[src/rtl/lane_align_pkg.sv]
package lane_align_pkg;

  // Phase on which a lane is registered in retiming stage 'stage'.
  // Stage 0 is the capture stage (each lane on its own phase); each later
  // stage moves every lane one phase earlier, stopping at phase 0.
  function automatic int retime_phase(int stage, int lane);
    return (lane > stage) ? (lane - stage) : 0;
  endfunction

endpackage

[src/rtl/lane_phase_gen.sv]
module lane_phase_gen #(
  parameter int NCH = 4
) (
  input  logic           clk,
  input  logic           rst,
  output logic [NCH-1:0] phase_en
);
  localparam int CW = (NCH > 1) ? $clog2(NCH) : 1;
  localparam logic [CW-1:0] LAST = CW'(NCH - 1);

  logic [CW-1:0] cnt_q;

  always_ff @(posedge clk) begin
    if (rst)               cnt_q <= '0;
    else if (cnt_q == LAST) cnt_q <= '0;
    else                    cnt_q <= cnt_q + 1'b1;
  end

  for (genvar p = 0; p < NCH; p++) begin : g_dec
    assign phase_en[p] = (cnt_q == CW'(p));
  end
endmodule

[src/rtl/lane_align_stage.sv]
module lane_align_stage #(
  parameter int NCH = 4,
  parameter int W   = 3
) (
  input  logic             clk,
  input  logic             rst,
  input  logic [NCH-1:0]   lane_en,
  input  logic [NCH*W-1:0] d_i,
  input  logic [NCH-1:0]   v_i,
  output logic [NCH*W-1:0] q_o,
  output logic [NCH-1:0]   v_o
);
  for (genvar ln = 0; ln < NCH; ln++) begin : g_lane
    always_ff @(posedge clk) begin
      if (rst) begin
        q_o[ln*W +: W] <= '0;
        v_o[ln]        <= 1'b0;
      end else if (lane_en[ln]) begin
        q_o[ln*W +: W] <= d_i[ln*W +: W];
        v_o[ln]        <= v_i[ln];
      end
    end
  end
endmodule

[src/rtl/lane_phase_aligner.sv]
module lane_phase_aligner #(
  parameter int NCH = 4,
  parameter int W   = 3
) (
  input  logic             clk,
  input  logic             rst,
  input  logic [NCH*W-1:0] ch_word_i,
  input  logic [NCH-1:0]   ch_strobe_i,
  output logic [NCH-1:0]   phase_o,
  output logic [NCH*W-1:0] align_word_o,
  output logic             align_valid_o
);
  // Stage 0 captures; stages 1..NCH-1 retime toward phase 0.
  localparam int NST = NCH;

  logic [NCH-1:0]   phase_en;
  logic [NCH-1:0]   st_en [NST];
  logic [NCH*W-1:0] st_d  [NST];
  logic [NCH-1:0]   st_v  [NST];
  logic             load_q;

  lane_phase_gen #(.NCH(NCH)) u_phase (
    .clk      (clk),
    .rst      (rst),
    .phase_en (phase_en)
  );

  for (genvar s = 0; s < NST; s++) begin : g_stage
    logic [NCH*W-1:0] din;
    logic [NCH-1:0]   vin;

    for (genvar ln = 0; ln < NCH; ln++) begin : g_en
      localparam int PH = lane_align_pkg::retime_phase(s, ln);
      assign st_en[s][ln] = phase_en[PH];
    end

    if (s == 0) begin : g_first
      assign din = ch_word_i;
      assign vin = ch_strobe_i;
    end else begin : g_next
      assign din = st_d[s-1];
      assign vin = st_v[s-1];
    end

    lane_align_stage #(.NCH(NCH), .W(W)) u_stage (
      .clk     (clk),
      .rst     (rst),
      .lane_en (st_en[s]),
      .d_i     (din),
      .v_i     (vin),
      .q_o     (st_d[s]),
      .v_o     (st_v[s])
    );
  end

  // Marks the single cycle right after the final stage has loaded.
  always_ff @(posedge clk) begin
    if (rst) load_q <= 1'b0;
    else     load_q <= phase_en[0];
  end

  assign phase_o       = phase_en;
  assign align_word_o  = st_d[NST-1];
  assign align_valid_o = load_q & (&st_v[NST-1]);
endmodule

[config.mk]
export PLATFORM = sky130hd
export DESIGN_NAME = lane_phase_aligner
export DESIGN_NICKNAME = d
export VERILOG_FILES = /design/src/rtl/lane_align_pkg.sv /design/src/rtl/lane_phase_gen.sv /design/src/rtl/lane_align_stage.sv /design/src/rtl/lane_phase_aligner.sv
export SDC_FILE = /design/constraint.sdc
export NUM_CORES = 1
export LEC_CHECK = 0
export BUFFER_PORTS_ARGS = -buffer_cell sky130_fd_sc_hd__buf_2
export CORE_MARGIN = 4
export CORE_UTILIZATION = 45
export DETAILED_ROUTE_END_ITERATION = 12
export PLACE_DENSITY = 0.68
export SYNTH_ARGS = -nofsm -noshare
export SYNTH_HDL_FRONTEND = slang
export SYNTH_SLANG_ARGS = --single-unit
[constraint.sdc]
create_clock -name clk -period 1.5 [get_ports clk]
set_input_delay 0.3 -clock clk [delete_from_list [all_inputs] [get_ports clk]]
set_output_delay 0.3 -clock clk [all_outputs]
set_load 0.005 [all_outputs]
Word-level counts from Yosys, hierarchy flattened
Cells that the tools add are included.
Storage, ports and cells
  bits in registers: 67
  input bits: 18
  output and inout bits: 17
  logic and storage cells: 42
Operators by class
  add/subtract/negate cells: 1
  equal/unequal tests: 3
  bitwise operators: 1
  reduce and logical (&&, ||, !) cells: 3
Operators with widths (count)
  2-bit equality test (second input constant): 2
  4-bit AND reduction: 1
  2-bit by 1-bit adder with 2-bit output (second input constant): 1
  2-bit by 1-bit equality test with 1-bit output (second input constant): 1
  2-bit zero test: 1
  2-bit OR reduction: 1
  1-bit bitwise AND: 1

Longest topological paths before layout
Gate-level depths: netlist of the first run.
  depth in word-level cells: 2
  gate-level depth with buffers: 6
  gate-level depth less buffers: 4

Modules after synthesis
From an unflattened synthesis of the first run, not the netlist that was laid out.
Unflattened totals
  cell total of the unflattened synthesis: 231
  area, all modules: 2466.1 sq um
By module, submodules not included
  lane_align_stage: instances 4, cells an instance 54, area an instance 576.8 sq um, sequential area each 320.3 sq um
  lane_phase_gen: instances 1, cells an instance 10, area an instance 120.1 sq um, sequential area each 40.0 sq um
  lane_phase_aligner: instances 1, cells an instance 5, area an instance 38.8 sq um, sequential area each 20.0 sq um

Worst setup path after synthesis of the first run
No wires, ideal clock.
  path type: flip-flop to flip-flop
  start: register u_phase.cnt_q[0]
  end: register g_stage[0].u_stage.v_o[0]
  setup time: 0.128 ns
  arrival time: 1.100 ns
  data required time: 1.372 ns
  setup slack: 0.272 ns
  cell stages (with the launch flop): 7
  buffers on the path: 2
  period minus slack after synthesis: 1.228 ns
  path through: dfxtp_1 inv_1 ha_1 buf_6 buf_12 mux2i_1 nor2_1
Between the ends
  cells in the longest elaborated chain, start to end: 1
Ends and longest elaborated chain
  start: declaration: RTL line lane_phase_gen.sv:11  | logic [CW-1:0] cnt_q;
  start signal: assignment: RTL line lane_phase_gen.sv:16  | else cnt_q <= cnt_q + 1'b1;
  2-bit zero test: RTL line lane_phase_gen.sv:20  | assign phase_en[p] = (cnt_q == CW'(p));
  named net phase_o[0]: RTL line lane_phase_aligner.sv:9  | output logic [NCH-1:0] phase_o,
  end signal: indexed assignment: RTL line lane_align_stage.sv:20  | v_o[ln] <= v_i[ln];
  end: declaration: RTL line lane_align_stage.sv:11  | output logic [NCH-1:0] v_o
The timed path passes the listed nets, and every way through them passes these cells.
A chain may end at the register's enable or synchronous reset.

Worst setup path in the final report of the first run
  start: register u_phase.cnt_q[0]
  end: output phase_o[0]
Between the ends
  cells in the longest elaborated chain, start to end: 1
Ends and longest elaborated chain (RTL line)
  2-bit zero test: lane_phase_gen.sv:20
  end: declaration: lane_phase_aligner.sv:9
Every way passes these cells.

==> impl_results.md, run 1 <==
* Number of enable flip-flop cells after synthesis at 0
* Min-delay src: ch_strobe_i[3]
* Clk Latency, worst-skew pair at 0.32 ns
* Syn Inst Count at 222
* Share of cells above drive strength 1 at 27.0%
* Most common cell after layout, fill and taps aside: dfxtp_1
* Crit Path Class: flop to output pin
* Worst EP arrival at around 1.2 ns
* Worst VDD drop at 0.000839 V
* First-pass GRT wire length at 6710 um
* Critical path launch point type: flop
* Post-Place Setup Slack at 0.137 ns
* Worst-Margin Slew at between 0.2 and 0.3 ns
* Die X-Extent at just over 80 um
* GRT Residual Overflow at 0
* Vias per inst at ~4.6
* Total number of vias at 1553
* Core box area at ~0.0052 mm2
* Critical path fanouts, max at 6
* HPWL Detailed at between 2000 and 3000 um
* Hold endpoint: g_stage[0].u_stage.v_o[3]
* Detail Route Antenna Nets at 0
* # rows at 26
* CTS sink count at 67
* Final Max Slew Viols at 0
* Hold violation count in the final report at 0
* Most frequent cells in the layout: dfxtp_1, mux2i_1, nor2_1
* CTS root buf: clkbuf_8
* Critical Path RT at around 1.2 ns
* Residual DRC at 0
* GP Congestion at roughly 0.66
* Final setup fails at 0
* Leakage dissipation at 0.00134 uW
* Worst Clk Skew at 0.00588 ns
* Cell Count Post-Placement at 318
* Number of synthesis warnings at 0
* Reg2Reg Depth at 6
* Cts bufs inserted at 9
* Multi-input gate area at slightly above 0.001 mm2
* Vias in the first global route at 1437
* Synthesized cell area at 0.00248 mm2
* Fmax at 688 MHz
* Die area at just under 0.007 mm2
* Area share of the largest cell type after synthesis at a little over half
* Reg area at ~0.0013 mm2
* Final period utilization at 96.9%
* Hold_buf cts at 0
* Clock transition at path regs at 0.06 ns
* FF+latch count, synth at 67
* Initial Util at 47.6%
* Initial antenna violation count at 0
* Largest net degree at the start of global routing at 35
* Height of the die at 82.2 um
* Util after Layout at 56.9%
* FF-to-FF End: g_stage[3].u_stage.q_o[4]
* Post-synth cell types at 16
* Max_cap viols at 0
* Final non-filler cell total at approximately 340
* WHS Path Cells at 3
* Clk buf depth at 2
* Clock period minus final worst setup slack at 1.45 ns
* Ant diodes at 0
* Worst hold path type: input pin to flop
* Detailed Route Iter0 Violations at 44
* Net Count, Synth at 244
* Layout net count at ~290
* TritonRoute pass-1 iters at 4
* Fillers at 457
* Main area contributors after synthesis: dfxtp_1, mux2i_1, nor2_1
* Synth area leader: dfxtp_1
* Main synth FF type: dfxtp_1
* Global Route Usage Sum at between 10% and 20%
* Avg Inst Size Synth at 11.2 um2
* Slew headroom at 80.9%
* Final WL at ~4000 um
* Status: complete, no violations
* H-Tree Depth at 3
* FF-to-FF Start: u_phase.cnt_q[0]
* Power per cell area at around 1300 mW/mm2
* Sequential fraction of the synthesis area at ~54%
* CTS tree: built
* Setup slack, reg-to-reg at between 0.15 and 0.2 ns
* Synthesis-to-layout area growth at 19.7%
* Final setup margin at 0.0472 ns
* RSZ-0062 raised after global routing: yes
* Top Ports at 35
* Buffers on Ports at 34
* Critical Path Sink Type: output pin
* Average wire per cell in the routed design at approximately 12 um
* Post-synth ARST share at 0%
report_power, final:
part           switching (uW)  leakage, uW  internal [uW]
sequential               43.0     0.000544           1850
combinational             257     0.000700            301
clock                     586    0.0000953            721
total                     887      0.00134           2880
worst max-delay path, cell delays in order, from the launching register on:
cell and delay (ns):
dfxtp_2 0.41, inv_2 0.09, ha_4 0.20, buf_2 0.14
per-layer routing:
layer	track usage (%)	share of wire [%]	vias up
met5	0	0	-
met4	8.47	2.0	0
met3	4.56	4.7	8
met2	19.2	43	31
met1	17.2	50	696
li1	-	-	818
cell families (layout without fill, tap and decap cells):
family                   Yosys count  in the layout  synth area share [%]
multiplexers                      64             64                  25.9
flip-flops                        67             67                  54.2
AND/OR/NAND/NOR                   70             70                  11.5
buffers and inverters             17             62                  6.47
adder cells (fa/ha/maj)            4              4                  2.02
through the flow:
stage                     hold WS [ns]  setup TNS [ns]  power [uW]  cell area, um2
after floorplan                  0.447               0        2360            2480
after global placement           0.462               0        2410            2690
after global routing             0.219         -0.0151        3950            2960
final                            0.215               0        3760            2960
after detailed placement         0.478               0        2420            2690
after CTS                        0.201         -0.0772        3770            2900
cells in the mapped netlist, types with 2 or more instances:
| cell type | number |
|---|---|
| buf_12 | 4 |
| buf_2 | 4 |
| buf_4 | 3 |
| buf_6 | 2 |
| clkbuf_1 | 2 |
| dfxtp_1 | 67 |
| ha_1 | 4 |
| inv_1 | 2 |
| mux2i_1 | 64 |
| nor2_1 | 60 |
| nor2_2 | 5 |
registers in the layout, summed over array words and instances (netlist names):
name	flops
g_stage.u_stage.v_o	16
g_stage.u_stage.q_o	48
load_q	1
u_phase.cnt_q	2
how the worst max path moves through the flow:
stage	start	to	slack, ns
after global routing	u_phase.cnt_q[0]	phase_o[0]	-0.009
after detailed placement	u_phase.cnt_q[0]	g_stage[0].u_stage.q_o[1]	0.14
after floorplan	u_phase.cnt_q[0]	g_stage[0].u_stage.v_o[0]	0.27
after global placement	u_phase.cnt_q[0]	g_stage[1].u_stage.q_o[0]	0.19
after CTS	u_phase.cnt_q[0]	phase_o[2]	-0.07
final	u_phase.cnt_q[0]	phase_o[0]	0.05
area by class of cell:
| cell class | count | area share, % |
|---|---|---|
| Multi-Input combinational cell | 138 | 34.6 |
| Inverter | 2 | 0.253 |
| Tap cell | 70 | 2.95 |
| Clock buffer | 13 | 5.70 |
| Clock inverter | 2 | 0.338 |
| Sequential cell | 67 | 45.4 |
| Timing Repair Buffer | 45 | 10.8 |
timing repair:
action                                  in CTS  in global routing
pin swaps                                    0                  1
endpoints found under the setup margin       4                  4
setup buffers                                2                  2
resized for setup                            5                  8
(Power assumes the default switching activity.)
==> inputs of run 2 (changes only) <==
--- a/config.mk
+++ b/config.mk
@@ -6,7 +6,7 @@
 export NUM_CORES = 1
 export LEC_CHECK = 0
 export BUFFER_PORTS_ARGS = -buffer_cell sky130_fd_sc_hd__buf_2
-export CORE_MARGIN = 4
+export CORE_MARGIN = 3
 export CORE_UTILIZATION = 45
 export DETAILED_ROUTE_END_ITERATION = 12
 export PLACE_DENSITY = 0.68
==> run 2 against run 1 <==
Against the previous run: routed wire length decreased by 2.2%; hold slack got worse by 0.0019 ns; largest cell class unchanged; total power decreased by 2.4%; via count decreased by 0.39%; global-route usage increased by 0.18 points; final area decreased by 3.3%; die area decreased by 4.8%; largest power group unchanged; core utilization decreased by 1.9 points; cell count decreased by 0.89%.
==> impl_results.md, run 2 (synthesis gave the netlist of run 1 again) <==
* Net Sw Frac at 24.2%
* Power Total at between 3000 and 4000 uW
* Power per cell area at 1280 mW/mm2
* Setup Fix Bufs, Post-CTS at 0
* GRT Residual Overflow at 0
* Critical Path Sink Type: output pin
* WP buf/inv at 2
* Multi-input gate area at roughly 980 um2
* Clk buf depth at 2
* Worst Clk Skew at 0.00835 ns
* Met2 WL post-DR at 1700 um
* Hold violation count in the final report at 0
* TritonRoute pass-1 iters at 4
* Fillers at between 400 and 500
* Critical Path RT at 1.20 ns
* Max layer used: met4
* Residual DRC at 0
* Die X-Extent at 80.2 um
* Final Max Slew Viols at 0
* GP Congestion at 0.680
* Total number of vias at 1547
* # rows at 26
* Biggest regs: g_stage.u_stage.q_o x48, g_stage.u_stage.v_o x16, u_phase.cnt_q x2
* Crit-path cells: inv_1, ha_2, buf_2
* Ant diodes at 0
* Post-Place Setup Slack at roughly 0.14 ns
* Most frequent cells in the layout: dfxtp_1, mux2i_1, nor2_1
* Die area at 0.00643 mm2
* Crit Path Class: flop to output pin
* Sw power at a little under 900 uW
* Detailed Route Iter0 Violations at 75
* Clock power share at 34.9%
* HPWL Detailed at 2550 um
* Final WL at 3880 um
* Sequential power share at 51.4%
* Final period utilization at 98.7%
* Buffers on Ports at 34
* Largest net degree at the start of global routing at 68
* Hold_buf cts at 0
* First-pass GRT wire length at 6760 um
* Combinational share of power at 13.6%
* Slew headroom at 80.7%
* Status: complete, no violations
* Worst path slowest cell: dfxtp_2
* Cts bufs inserted at 9
* Setup TNS at 0 ns
* Final setup fails at 0
* Leakage dissipation at 0.00130 uW
* H-Tree Depth at 3
* CTS tree: built
* Vias per inst at roughly 4.6
* Critical path fanouts, max at 5
* Most flop-heavy register: g_stage.u_stage.q_o
* Clk Latency, worst-skew pair at 0.32 ns
* Met1 WL at 1890 um
* Worst EP arrival at about 1.2 ns
* CTS root buf: clkbuf_8
* Reg area at about 0.0013 mm2
* Max_cap viols at 0
* Detail Route Antenna Nets at 0
* Initial Util at 47.6%
* Vias in the first global route at 1514
* Layout net count at 283
* Top delay family on crit path: flip-flops
* Max incr delay on CP at between 0.3 and 0.4 ns
* Top Ports at 35
* Core box area at 0.00520 mm2
* CTS sink count at 67
* Fmax at 675 MHz
* Critical path launch point type: flop
* RSZ-0062 raised after global routing: yes
* Share of cells above drive strength 1 at 25.0%
* Worst-Margin Slew at 0.289 ns
* Average wire per cell in the routed design at 11.6 um
* Largest register FFs at 48
* Global Route Usage Sum at 13.6%
* Clock period minus final worst setup slack at 1.48 ns
* Synthesis-to-layout area growth at 15.7%
* Final setup margin at between 0.015 and 0.02 ns
* Internal Dissipation at 2780 uW
* Worst hold path type: input pin to flop
* Clock transition at path regs at 0.06 ns
* Most common cell after layout, fill and taps aside: dfxtp_1
* Height of the die at 80.2 um
* Initial antenna violation count at 0
* Worst VDD drop at a little over 0.0007 V
* Met3 WL post-DR at ~170 um
run 2: changes by cell type in the layout (fill, tap and decap cells not counted), moves of 2 or more:
cell    previous run  this run
inv_1              0         2
inv_2              2         0
buf_12             5         3
ha_4               4         0
ha_2               0         4
run 2: area by class of cell:
class,instances,share of cell area [%]
sequential,67,46.9
inverter,2,0.262
tap,70,3.06
timing repair buffer,43,9.61
multi-input combinational,138,34.4
clock buffer,12,5.41
clock inverter,2,0.437
run 2: timing repair:
| action | in CTS | in global routing |
|---|---|---|
| pin swaps | 0 | 0 |
| resized for setup | 3 | 1 |
| endpoints found under the hold margin | 0 | 0 |
| endpoints found under the setup margin | 4 | 4 |
run 2: path summary, 6_finish.rpt:
kind	to	startpoint	depth (start not counted)	slack (ns)
hold reg to reg	u_phase.cnt_q[0]	u_phase.cnt_q[0]	1	0.44
setup reg to reg	g_stage[3].u_stage.q_o[3]	u_phase.cnt_q[0]	5	0.19
hold / removal	g_stage[0].u_stage.q_o[11]	ch_word_i[11]	3	0.21
setup / recovery	phase_o[0]	u_phase.cnt_q[0]	3	0.02
run 2: routing by layer:
layer / track usage [%] / up-vias
li1: - / 806
met1: 16.9 / 704
met2: 20.6 / 28
met3: 3.70 / 9
met4: 8.61 / 0
met5: 0 / -
run 2: stage by stage:
stage | utilization, % | cell area, um2 | hold slack [ns] | instances
6_report | 55.0 | 2870 | 0.213 | 334
5_1_grt | 55.0 | 2870 | 0.217 | 334
4_1_cts | 55.0 | 2860 | 0.200 | 334
3_5_place_dp | 51.7 | 2690 | 0.478 | 320
3_3_place_gp | 51.7 | 2690 | 0.461 | 320
2_1_floorplan | - | 2480 | 0.447 | 222
run 2: power groups by stage:
stage / Combinational, uW / Sequential, uW / Clock (uW)
after CTS: 508 / 1890 / 1320
after global placement: 494 / 1930 / 0
after global routing: 547 / 1900 / 1390
final: 501 / 1890 / 1280
after detailed placement: 503 / 1930 / 0
after floorplan: 446 / 1920 / 0
run 2: worst reg2reg max path, cell delays in order (launching register included):
cell	delay [ns]
dfxtp_2	0.34
inv_1	0.08
ha_2	0.29
buf_4	0.23
mux2i_1	0.21
nor2_1	0.06
==> inputs of run 3 (changes only) <==
--- a/config.mk
+++ b/config.mk
@@ -7,9 +7,9 @@
 export LEC_CHECK = 0
 export BUFFER_PORTS_ARGS = -buffer_cell sky130_fd_sc_hd__buf_2
 export CORE_MARGIN = 3
-export CORE_UTILIZATION = 45
+export CORE_UTILIZATION = 30
 export DETAILED_ROUTE_END_ITERATION = 12
-export PLACE_DENSITY = 0.68
+export PLACE_DENSITY = 0.5
 export SYNTH_ARGS = -nofsm -noshare
 export SYNTH_HDL_FRONTEND = slang
 export SYNTH_SLANG_ARGS = --single-unit
==> run 3 against run 2 <==
Against the previous run: sequential share of layout area down 2.3 points; final area up 5.4%; register-to-register slack better by 0.10 ns; largest power group unchanged; highest routed layer unchanged.
==> impl_results.md, run 3 (synthesis gave the netlist of run 1 again) <==
* Most common cell after layout, fill and taps aside: dfxtp_1
* Fillers at around 770
* Worst Clk Skew at 0.00692 ns
* Min-delay src: ch_strobe_i[0]
* Worst-Margin Slew at between 0.3 and 0.4 ns
* Layout net count at 286
* Setup TNS at 0 ns
* Combinational share of power at 13.7%
* Initial antenna violation count at 0
* Ant diodes at 0
* # rows at 32
* Slew headroom at 76.6%
* Final Max Slew Viols at 0
* Hold endpoint: g_stage[0].u_stage.v_o[0]
* Net Sw Frac at 23.8%
* Vias in the first global route at 1476
* Reg2Reg Depth at 5
* GP Congestion at roughly 0.65
* Critical path launch point type: flop
* First-pass GRT wire length at 7280 um
* Largest net degree at the start of global routing at 32
* FF-to-FF Start: u_phase.cnt_q[0]
* Worst VDD drop at 0.000443 V
* H-Tree Depth at 3
* Vias per inst at 4.16
* Worst EP arrival at 1.15 ns
* WHS Path Cells at 3
* Hold_buf cts at 0
* Final WL at between 4000 and 5000 um
* Total number of vias at around 1500
* CTS root buf: clkbuf_8
* Hold violation count in the final report at 0
* Crit Path Class: flop to output pin
* Detailed Route Iter0 Violations at 64
* Sequential power share at 47.5%
* Most frequent cells in the layout: dfxtp_1, mux2i_1, nor2_1
* Largest register FFs at 48
* Internal Dissipation at 3030 uW
* Min Hold Slack at about 0.2 ns
* Sw power at approximately 950 uW
* Final non-filler cell total at 371
* GRT Residual Overflow at 0
* Final setup fails at 0
* Clock transition at path regs at 0.07 ns
* CTS sink count at 67
* Synthesis-to-layout area growth at 21.9%
* Fmax at 691 MHz
* HPWL Detailed at 2730 um
* Buffers on Ports at 34
* Critical Path Sink Type: output pin
* Worst hold path type: input pin to flop
* Share of cells above drive strength 1 at 27.9%
* Residual DRC at 0
* Top Ports at 35
* Setup slack, reg-to-reg at slightly below 0.3 ns
* Critical Path RT at 1.20 ns
* Detail Route Antenna Nets at 0
* Biggest regs: g_stage.u_stage.q_o x48, g_stage.u_stage.v_o x16, u_phase.cnt_q x2
* Cts bufs inserted at 9
* Max_cap viols at 0
* Average wire per cell in the routed design at approximately 11 um
* Global Route Usage Sum at 9.64%
* Power per cell area at 1320 mW/mm2
* Status: complete, no violations
* Leakage dissipation at 0.00135 uW
* TritonRoute pass-1 iters at 4
* FF-to-FF End: g_stage[2].u_stage.v_o[3]
* Core box area at roughly 0.0079 mm2
* Critical path fanouts, max at 4
* Clock power share at 38.8%
* Height of the die at 96.9 um
* Die area at 0.00938 mm2
* CTS tree: built
* Most flop-heavy register: g_stage.u_stage.q_o
* Clk Latency, worst-skew pair at about 0.33 ns
* Cell Count Post-Placement at 353
* Clk buf depth at 2
* Initial Util at 31.4%
* Final period utilization at 96.5%
* Die X-Extent at 96.9 um
* Clock period minus final worst setup slack at about 1.4 ns
* RSZ-0062 raised after global routing: no
[run 3: cell types whose count changed in the layout (fill, tap and decap cells not counted), sizes merged]
cell and delta:
buf +3, bufinv +1, clkinv +1
[run 3: routing by layer]
metal	wire length, um	share of wire [%]	track usage, %	up-vias
li1	-	-	-	818
met1	2180	52	13.4	695
met2	1810	43	13.0	26
met3	158	3.7	2.45	5
met4	68	1.6	6.48	0
met5	0	0	0	-
[run 3: critical path, cell delays in order, from the launching register on]
cell and delay (ns):
dfxtp_4 0.37, inv_4 0.05, ha_4 0.17, buf_6 0.11, buf_2 0.11
[run 3: worst max-delay path by stage]
stage,startpoint,endpoint
after global placement,u_phase.cnt_q[0],g_stage[1].u_stage.q_o[11]
final,u_phase.cnt_q[0],phase_o[0]
after global routing,u_phase.cnt_q[0],phase_o[0]
after CTS,u_phase.cnt_q[1],phase_o[1]
after detailed placement,u_phase.cnt_q[0],g_stage[1].u_stage.q_o[11]
after floorplan,u_phase.cnt_q[0],g_stage[0].u_stage.v_o[0]
[run 3: power groups by stage]
stage / clock network, uW / logic (uW) / registers, uW
after global routing: 1690 / 590 / 1900
after detailed placement: 0 / 499 / 1930
final: 1550 / 543 / 1890
after global placement: 0 / 497 / 1930
after CTS: 1610 / 551 / 1890
after floorplan: 0 / 446 / 1920
[run 3: final cells by class]
class                      count  area, um2  share of cell area (%)
clock buffer                  12        165                    5.47
clock inverter                 4       47.5                    1.57
inverter                       2       10.0                   0.332
multi-input combinational    138       1010                    33.6
sequential                    67       1350                    44.6
tap                          102        128                    4.23
timing repair buffer          46        308                    10.2
[run 3: repair_timing]
action / CTS / global route
resized for setup: 14 / 0
pin swaps: 0 / 0
hold endpoints to repair: 0 / 0
endpoints found under the setup margin: 4 / 2
buffers inserted: 2 / 1
cloned: 0 / 0
[run 3: metrics by stage]
step	area (um2)	total power, uW	util (%)	setup slack [ns]
6_report	3020	3980	38.3	0.0524
5_1_grt	3020	4180	38.3	0.000779
4_1_cts	3020	4050	38.3	0.00475
3_5_place_dp	2740	2430	34.7	0.154
3_3_place_gp	2740	2420	34.7	0.188
2_1_floorplan	2480	2360	-	0.272
